`config.mk`:
```
export PLATFORM = sky130hd
export DESIGN_NAME = audio_clk_div
export DESIGN_NICKNAME = d
export VERILOG_FILES = /design/src/rtl/audio_clk_div.sv
export SDC_FILE = /design/constraint.sdc
export NUM_CORES = 1
export LEC_CHECK = 0
export BUFFER_PORTS_ARGS = -buffer_cell sky130_fd_sc_hd__buf_2
export CORE_MARGIN = 2
export CORE_UTILIZATION = 56
export DETAILED_ROUTE_END_ITERATION = 8
export PLACE_DENSITY = 0.79
export SLEW_MARGIN = 40
export SYNTH_ARGS = -nofsm -noshare
export SYNTH_HDL_FRONTEND = slang
export SYNTH_SLANG_ARGS = --single-unit
```
`constraint.sdc`:
```
create_clock -name clk -period 3.3 [get_ports clk]
set_input_delay 0.165 -clock clk [delete_from_list [all_inputs] [get_ports clk]]
set_output_delay 0.165 -clock clk [all_outputs]
set_load 0.05 [all_outputs]
```
`src/rtl/audio_clk_div.sv`:
```
module audio_clk_div #(
  parameter int DIV_W = 6
) (
  input  logic             clk,
  input  logic             rst_n,
  input  logic             src_sel,
  input  logic             pclk_tick,
  input  logic             gclk_tick,
  input  logic [DIV_W-1:0] mck_div,
  input  logic [DIV_W-1:0] sck_div,
  input  logic             mck_out_en,
  input  logic             cmd_start,
  input  logic             cmd_stop,
  output logic             running,
  output logic             mck_out,
  output logic             mck_tick,
  output logic             sck_out,
  output logic             sck_tick
);
  localparam int NDIV = 2;

  logic             src_tick;
  logic             run_q;
  logic             start_now;
  logic [DIV_W-1:0] n_q   [NDIV];
  logic [DIV_W-1:0] cnt_q [NDIV];
  logic             out_q [NDIV];
  logic             tick_q[NDIV];

  assign src_tick  = src_sel ? gclk_tick : pclk_tick;
  assign start_now = cmd_start & ~cmd_stop & ~run_q;

  always_ff @(posedge clk) begin
    if (!rst_n)        run_q <= 1'b0;
    else if (cmd_stop) run_q <= 1'b0;
    else if (cmd_start) run_q <= 1'b1;
  end

  for (genvar i = 0; i < NDIV; i++) begin : g_div
    logic [DIV_W-1:0] div_in;
    assign div_in = (i == 0) ? mck_div : sck_div;

    always_ff @(posedge clk) begin
      if (!rst_n) begin
        n_q[i]    <= '0;
        cnt_q[i]  <= '0;
        out_q[i]  <= 1'b0;
        tick_q[i] <= 1'b0;
      end else if (!run_q || cmd_stop) begin
        cnt_q[i]  <= '0;
        out_q[i]  <= 1'b0;
        tick_q[i] <= 1'b0;
        if (start_now) n_q[i] <= div_in;
      end else if (n_q[i] == '0) begin
        out_q[i]  <= src_tick;
        tick_q[i] <= src_tick;
      end else begin
        tick_q[i] <= 1'b0;
        if (src_tick) begin
          if (cnt_q[i] == n_q[i] - DIV_W'(1)) begin
            cnt_q[i]  <= '0;
            out_q[i]  <= ~out_q[i];
            tick_q[i] <= ~out_q[i];
          end else begin
            cnt_q[i] <= cnt_q[i] + DIV_W'(1);
          end
        end
      end
    end
  end

  assign running  = run_q;
  assign mck_out  = out_q[0]  & mck_out_en;
  assign mck_tick = tick_q[0] & mck_out_en;
  assign sck_out  = out_q[1];
  assign sck_tick = tick_q[1];
endmodule

```
==> results of run 1 <==
[through the flow]
step / hold WS, ns / cells / power (mW) / worst slack (ns)
finish: 0.0991 / 213 / 0.720 / 0.878
global route: 0.0944 / 213 / 0.756 / 0.741
CTS: 0.105 / 213 / 0.724 / 0.873
detailed placement: 0.442 / 205 / 0.527 / 0.877
global placement: 0.390 / 205 / 0.521 / 0.938
floorplan: 0.281 / 150 / 0.498 / 1.01
[cell usage in the layout (no fill, tap or decap), types with 2 or more instances in the layout]
master | netlist | final
nor2b_1 | 4 | 4
buf_2 | 0 | 24
o21ai_0 | 5 | 4
inv_1 | 7 | 7
nand3b_1 | 2 | 2
nor3_1 | 6 | 6
edfxtp_1 | 26 | 26
ha_1 | 5 | 5
nand3_1 | 4 | 4
clkbuf_4 | 0 | 5
and3_1 | 3 | 3
a31oi_1 | 3 | 3
clkbuf_1 | 1 | 3
a21oi_1 | 3 | 3
dfxtp_1 | 3 | 3
nor2_1 | 19 | 19
xnor2_1 | 12 | 12
and2_1 | 15 | 15
xor2_1 | 8 | 8
or3_1 | 5 | 5
nand2_1 | 3 | 3
o211ai_1 | 3 | 3
and3b_1 | 2 | 2
[power by group through the flow]
stage	Clock [mW]	Sequential (mW)	Combinational, mW
finish	0.201	0.429	0.0889
floorplan	0	0.436	0.0629
global route	0.224	0.432	0.0994
CTS	0.205	0.429	0.0898
detailed placement	0	0.438	0.0893
global placement	0	0.436	0.0848
[sequential cells by signal, indices dropped and copies added (netlist names)]
name / cells
out_q: 2
cnt_q: 12
n_q: 12
running: 1
tick_q: 2
[worst max-delay path, delay by kind of cell, from the launching register on]
family	cells	cell delay (ns)
flops	1	0.46
simple gates	3	1.03
compound gates	2	0.65
[cells by family (layout without fill, tap and decap cells)]
family	count (synthesis)	count (layout)	share of synthesized area [%]
compound gates	21	21	9.20
fa+ha+maj	5	5	3.86
xor+xnor	20	20	10.8
other cells	1	1	0.232
buf+inv	8	40	1.85
flops	29	29	51.9
simple gates	65	65	21.5
mux	1	1	0.618
[metal layers]
metal,vias up,share of wire (%)
met5,-,0
met4,0,1.5
met3,6,6.0
met2,36,46
met1,519,46
li1,595,-
[layout make-up]
class / count / area (um^2) / area share, %
Tap cell: 31 / 38.8 / 2.12
Inverter: 7 / 26.3 / 1.44
Sequential cell: 29 / 841 / 45.9
Clock buffer: 8 / 48.8 / 2.67
Timing Repair Buffer: 25 / 128 / 6.97
Multi-Input combinational cell: 113 / 748 / 40.9
[final timing paths]
check	startpoint	end	slack, ns	cells after the start
max reg2reg	n_q[0][2]	out_q[0]	0.88	5
min	cmd_start	running	0.1	3
min reg2reg	running	running	0.53	2
max	n_q[0][2]	out_q[0]	0.88	5
==> results.json, run 1 <==
{
  "pwr-share-clk_pct": 28.0,
  "layout-drive-gt1-share_pct": 18.1,
  "nFillCells": 224,
  "min_period_ns": 2.42,
  "cts_root_buf": "clkbuf_4",
  "fin_crit_sh_pct": 73.4,
  "grt_max_degree": 13,
  "drc": 0,
  "gp_congestion": 0.820,
  "h-tree-depth": 2,
  "drtIter0Drc": 29,
  "worstSetupPathType": "flip-flop to flip-flop",
  "synthTopCellsByCount": "edfxtp_1 (26), nor2_1 (19), and2_1 (15)",
  "pin_count": 25,
  "netlist_area_um2": 1620,
  "fp.dieW_um": 57.8,
  "leakage_nw": 0.737,
  "port_buffers": 24,
  "wl_um": 2780,
  "synthFlopType": "edfxtp_1",
  "cts_tree": "yes",
  "area_growth_pct": 13.1,
  "yosysSeqAreaShare_pct": 51.9,
  "synth-edff-count": 26,
  "hold_viol": 0,
  "diodes": 0,
  "grtUsageMet3_pct": 6.92,
  "finalNetCount": 206,
  "min_path_type": "input pin to flip-flop",
  "path_max_fanout": 6,
  "switching_share_pct": 24.9,
  "cp-start-kind": "flip-flop",
  "synth_top_area_share_pct": 48.2,
  "grt_overflow_total": 0,
  "yosys-top-cells-area": "edfxtp_1 (48%), xnor2_1 (6.5%), and2_1 (5.8%)",
  "finalSetupTns_ns": 0,
  "fp-row-count": 19,
  "yosysWarnings": 0,
  "cp.arrival_ns": 2.45,
  "place_area_um2": 1780,
  "cts_buffers": 5,
  "synth_area_leader_cell": "edfxtp_1",
  "viasPerCell": 5.43,
  "ir_drop_uv": 311,
  "synthArstFlopShare_pct": 0,
  "initial_utilization_pct": 58.7,
  "die_h_um": 57.8,
  "synth_fp_nets": 175,
  "dieArea_um2": 3340,
  "switching_power_mw": 0.179,
  "required_ns": 3.33,
  "cp_slowest_cell": "or4_1",
  "combPwrFrac_pct": 12.4,
  "use_met1_pct": 22.2,
  "status": "completed",
  "power_density_nw_per_um2": 393,
  "antenna_found_initial": 0,
  "clk_pin_slew_ns": 0.08,
  "worstPathCellList": "or4_1, or3_1, a2111oi_2, nand2_1, o211ai_1",
  "slew_violations": 0,
  "postLayoutCellArea_um2": 1830,
  "antenna_left": 0,
  "place_hpwl_um": 2240,
  "core_um2": 2760,
  "postCtsHoldBufs": 0,
  "grt_pass1_wl_um": 4730,
  "synth.most_common_cell": "edfxtp_1",
  "worstMarginPinSlew_ns": 0.522,
  "synth.avg_cell_area_um2": 10.8,
  "relSlewSlack_pct": 64.9,
  "first_pass_iters": 4,
  "busiest_layer": "met2",
  "cts.repair.resized": 0,
  "grt_pass1_vias": 1133,
  "max-cap-violations": 0,
  "internal_power_mw": 0.540,
  "grt_usage_pct": 19.1,
  "postCtsSetupBuffers": 0,
  "wl_per_cell_um": 13.0,
  "setup_viol_count_final": 0,
  "cp-end-kind": "flip-flop",
  "synth_cell_types": 32,
  "clock-skew-final_ns": 0.0120,
  "num_vias": 1156,
  "clock.fmax_mhz": 413,
  "fin_util_pct": 66.4,
  "use_met2_pct": 33.0,
  "postSynthCellCount": 150,
  "cts_sinks": 29,
  "synth-seq-cells": 29,
  "slowest_delay_ns": 0.56,
  "seqPwrFrac_pct": 59.7,
  "cts_buffer_depth": 2,
  "worstSkewPairLatency_ns": 0.33,
  "rsz0062_at_grt": "no"
}
No activity file was read; power rests on OpenSTA's default activity.
==> inputs of run 2 (changes only) <==
CORE_UTILIZATION = 50   (was 56)
PLACE_DENSITY = 0.74   (was 0.79)
clock period = 2.1 ns   (was 3.3 ns; I/O delays follow)
==> run 2 against run 1 <==
The run now ends with negative setup slack left. Via count increased by 3.6%. Core utilization is 3.3 points lower. Fmax increased by 10%. Power rose by 60%. Clock-buffer cell count is 2 lower. Global-route usage fell by 2.0 points. Clock power is 56% higher. Critical endpoint is now cnt_q[0][3]. Largest cell class unchanged.
==> results.json, run 2 (synthesis results as in run 1) <==
{
  "status": "finished with violations",
  "violations": "negative setup slack",
  "power_density_nw_per_um2": 592,
  "rsz0062_at_grt": "yes",
  "fp-row-count": 20,
  "cts_buffer_depth": 2,
  "cp-end-kind": "flip-flop",
  "ir_drop_uv": 362,
  "finalNetCount": 214,
  "leakage_nw": 0.785,
  "drtIter0Drc": 20,
  "pin_count": 25,
  "required_ns": 2.18,
  "reg_top3": "cnt_q x12, n_q x12",
  "port_buffers": 24,
  "min_path_type": "input pin to flip-flop",
  "first_pass_iters": 4,
  "cts_buffers": 5,
  "grt_overflow_total": 0,
  "hold_end": "running",
  "setup_slack_ns": -0.0983,
  "wl_met1_um": 1310,
  "area_growth_pct": 19.9,
  "setup_viol_count_final": 9,
  "slowest_delay_ns": 0.55,
  "cts_tree": "yes",
  "worstSetupPathType": "flip-flop to flip-flop",
  "finalSetupTns_ns": -0.820,
  "slew_violations": 0,
  "worstHoldPathCells": 3,
  "initial_utilization_pct": 52.6,
  "relSlewSlack_pct": 64.3,
  "hold_viol": 0,
  "cp.arrival_ns": 2.28,
  "place_ws_ns": -0.109,
  "clock-skew-final_ns": 0.00410,
  "diodes": 0,
  "cp-start-kind": "flip-flop",
  "core_um2": 3080,
  "cp_slowest_cell": "or4_4",
  "cts_root_buf": "clkbuf_4",
  "layout-drive-gt1-share_pct": 25.8,
  "setup.worst_path.start": "n_q[0][1]",
  "min_period_ns": 2.20,
  "antenna_left": 0,
  "grt_pass1_vias": 1053,
  "final_common_cell": "edfxtp_1",
  "min-delay-start": "cmd_start",
  "max-cap-violations": 0,
  "wl_um": 2750,
  "clk_pin_slew_ns": 0.09,
  "dieArea_um2": 3710,
  "met3WireLength_um": 183,
  "path_max_fanout": 6,
  "reg2reg_slack_ns": -0.1,
  "top_layer_used": "met4",
  "r2r_end": "cnt_q[0][3]",
  "timing.rr.start": "n_q[0][1]",
  "viasPerCell": 5.12,
  "num_vias": 1198,
  "worstSkewPairLatency_ns": 0.32,
  "worstPathCellList": "or4_4, or3_4, a2111oi_4, a211o_2, nor2_1",
  "drc": 0,
  "grt_max_degree": 13,
  "die_h_um": 60.9,
  "fp.dieW_um": 60.9,
  "mostFrequentLayoutCells": "edfxtp_1 (26), buf_2 (24), nor2_1 (17)",
  "place_hpwl_um": 2160,
  "dr_wl_met2_um": 1230,
  "grt_usage_pct": 17.1,
  "wl_per_cell_um": 11.7,
  "gp_congestion": 0.741,
  "postCtsHoldBufs": 0,
  "h-tree-depth": 2,
  "cts_sinks": 29,
  "antenna_found_initial": 0,
  "rr_worst_depth": 5,
  "fin_crit_sh_pct": 105,
  "grt_pass1_wl_um": 4530,
  "worstMarginPinSlew_ns": 0.532,
  "clock.fmax_mhz": 455
}
run 2: changes by cell type in the layout (fill, tap and decap cells not counted), sizes merged:
cell	delta
buf	+8
clkinv	+2
clkbuf	-2
run 2: routing by layer:
layer | vias to the layer above | global-route usage, %
met1 | 546 | 22.4
met3 | 4 | 6.40
met4 | 0 | 5.59
met5 | - | 0
li1 | 611 | -
met2 | 37 | 26.6
run 2: metrics by stage:
stage          hold slack [ns]  instance area (um^2)  utilization, %  power [mW]  instances
6_report                0.0210                  1940            63.1        1.15        234
5_1_grt                 0.0297                  1940            63.1        1.21        234
4_1_cts                 0.0122                  1920            62.5        1.16        233
3_5_place_dp             0.360                  1870            60.7       0.843        225
3_3_place_gp             0.325                  1870            60.7       0.836        225
2_1_floorplan            0.221                  1640               -       0.789        150
run 2: critical path: cells and delay by family, from the launching register on:
family | cells | cell delay, ns
compound gates | 2 | 0.61
flops | 1 | 0.40
simple gates | 3 | 0.96
run 2: power by group:
part | switching (mW) | internal [mW] | leakage (nW)
Clock | 0.187 | 0.127 | 0.0320
Sequential | 0.0205 | 0.650 | 0.318
Combinational | 0.0846 | 0.0805 | 0.434
run 2: what timing repair did:
action,CTS,global route
hold endpoints to repair,0,0
endpoints found under the setup margin,9,15
resized for setup,1,4
buffers inserted,0,1
pin swaps,2,2
run 2: area by class of cell:
cell class	count	area [um^2]
inverter	7	26.3
timing repair buffer	33	188
tap	44	55.1
sequential	29	841
clock inverter	2	10.0
fill	270	1140
clock buffer	6	41.3
multi-input combinational	113	781
run 2: worst max path at each step:
stage	to	cells past startpoint
final	cnt_q[0][3]	5
after global routing	out_q[0]	6
after global placement	out_q[0]	5
after floorplan	out_q[0]	5
after CTS	out_q[0]	5
after detailed placement	out_q[0]	5
==> inputs of run 3 (changes only) <==
--- a/config.mk
+++ b/config.mk
@@ -8,2 +8,3 @@
 export BUFFER_PORTS_ARGS = -buffer_cell sky130_fd_sc_hd__buf_2
+export CAP_MARGIN = 0
 export CORE_MARGIN = 2
--- a/constraint.sdc
+++ b/constraint.sdc
@@ -3,2 +3,2 @@
 set_output_delay 0.105 -clock clk [all_outputs]
-set_load 0.05 [all_outputs]
+set_load 0.01 [all_outputs]
==> run 3 against run 2 <==
The run still ends with negative setup slack left. Via count rose by 0.17%. Register-to-register slack worse by 0.04 ns. Worst hold slack improved by 0.0071 ns. First-iteration DRC count grew to 3.4 times the previous value. Non-clock buffer count increased by 5. Worst setup slack worse by 0.036 ns. Global-route usage increased by 2.2 points. Sequential share of layout area decreased by 1.2 points. Critical path depth did not move. Die area unchanged. Critical path type unchanged. Largest power group unchanged.
==> results.json, run 3 (synthesis results as in run 1) <==
{
  "violations": "negative setup slack",
  "place_ws_ns": -0.134,
  "dieArea_um2": 3710,
  "h-tree-depth": 2,
  "first_pass_iters": 4,
  "wl_met1_um": 1420,
  "cp-start-kind": "flip-flop",
  "worstSkewPairLatency_ns": 0.33,
  "final_common_cell": "edfxtp_1",
  "relSlewSlack_pct": 62.3,
  "hold_viol": 0,
  "max-cap-violations": 0,
  "mostFrequentLayoutCells": "edfxtp_1 (26), buf_2 (24), nor2_1 (17)",
  "worstHoldPathCells": 3,
  "fp-row-count": 20,
  "cts_buffers": 5,
  "min_period_ns": 2.23,
  "grt_usage_pct": 19.4,
  "min_path_type": "input pin to flip-flop",
  "cts_buffer_depth": 2,
  "cts_sinks": 29,
  "finalSetupTns_ns": -1.10,
  "cts_root_buf": "clkbuf_4",
  "wl_um": 3040,
  "rsz0062_at_grt": "yes",
  "place_hpwl_um": 2390,
  "met3WireLength_um": 152,
  "fin_crit_sh_pct": 106,
  "worstPathCellList": "or4_4, or3_4, a2111oi_4, nand2_1, o211ai_1",
  "initial_utilization_pct": 52.6,
  "clk_pin_slew_ns": 0.09,
  "setup_slack_ns": -0.134,
  "required_ns": 2.14,
  "clock-skew-final_ns": 0.00527,
  "die_h_um": 60.9,
  "multi_input_area_um2": 782,
  "reg_top3": "cnt_q x12, n_q x12",
  "slew_violations": 0,
  "gp_congestion": 0.766,
  "worstSetupPathType": "flip-flop to flip-flop",
  "area_growth_pct": 23.5,
  "cp.arrival_ns": 2.27,
  "nFillCells": 247,
  "finalNetCount": 219,
  "slowest_delay_ns": 0.55,
  "cp-end-kind": "flip-flop",
  "antenna_found_initial": 0,
  "clock.fmax_mhz": 448,
  "grt_pass1_vias": 1178,
  "setup_viol_count_final": 9,
  "ir_drop_uv": 505,
  "worstSetupPathDepth": 5,
  "crit_family": "simple AND/OR/NAND/NOR gates",
  "top_layer_used": "met4",
  "rr_worst_depth": 5,
  "grt_pass1_wl_um": 5060,
  "path_max_fanout": 3,
  "viasPerCell": 5.02,
  "drtIter0Drc": 67,
  "worstMarginPinSlew_ns": 0.562,
  "drc": 0,
  "cts_tree": "yes",
  "num_vias": 1200,
  "pin_count": 25,
  "layout-drive-gt1-share_pct": 28.2,
  "wl_per_cell_um": 12.7,
  "port_buffers": 24,
  "power_density_nw_per_um2": 615,
  "cp_slowest_cell": "or4_4",
  "diodes": 0,
  "reg2reg_slack_ns": -0.13,
  "cp_num_buf_inv": 0,
  "dr_wl_met2_um": 1410,
  "core_um2": 3080,
  "status": "finished with violations",
  "antenna_left": 0,
  "final-seq-area_um2": 841,
  "grt_overflow_total": 0,
  "leakage_nw": 0.818,
  "fp.dieW_um": 60.9,
  "grt_max_degree": 13
}
run 3: changes by cell type in the layout (fill, tap and decap cells not counted), sizes merged:
cell	change
buf	+5
clkbuf	+1
clkinv	-1
run 3: final cells by class:
class | count | area share [%]
clock inverter | 1 | 0.250
sequential | 29 | 42.1
timing repair buffer | 38 | 11.3
tap | 44 | 2.75
inverter | 7 | 1.31
multi-input combinational | 113 | 39.1
clock buffer | 7 | 3.25
run 3: repair_timing:
action	4_1_cts	5_1_grt
pin swaps	3	1
setup buffers	1	1
gates cloned	0	0
setup endpoints to repair	9	15
gates resized for setup	2	3
hold buffers	0	0
endpoints found under the hold margin	0	0
run 3: layer usage:
layer	vias up	track usage, %
met2	34	31.2
met3	4	5.54
met1	543	23.4
met5	-	0
li1	619	-
met4	0	10.9
run 3: per-stage QoR:
step	cell area (um^2)	hold WS, ns	cells	util (%)	power (mW)
after CTS	1980	0.0194	238	64.4	1.23
after global placement	1900	0.324	229	61.7	0.835
after detailed placement	1900	0.368	229	61.7	0.847
final	2000	0.0281	239	65.0	1.23
after global routing	2000	0.0284	239	65.0	1.28
after floorplan	1640	0.221	150	-	0.784
run 3: worst paths after layout:
path,start,to
hold / removal,cmd_start,running
hold reg to reg,running,running
setup reg to reg,n_q[0][1],out_q[0]
setup / recovery,n_q[0][1],out_q[0]
run 3: worst register-to-register path, cell delays in order, from the launching register on:
cell	delay (ns)
edfxtp_1	0.40
or4_4	0.55
or3_4	0.35
a2111oi_4	0.36
nand2_1	0.09
o211ai_1	0.20
run 3: power by group:
part / switching [mW] / internal, mW / total, mW
logic: 0.0848 / 0.0857 / 0.170
registers: 0.0201 / 0.650 / 0.670
clock network: 0.195 / 0.194 / 0.389
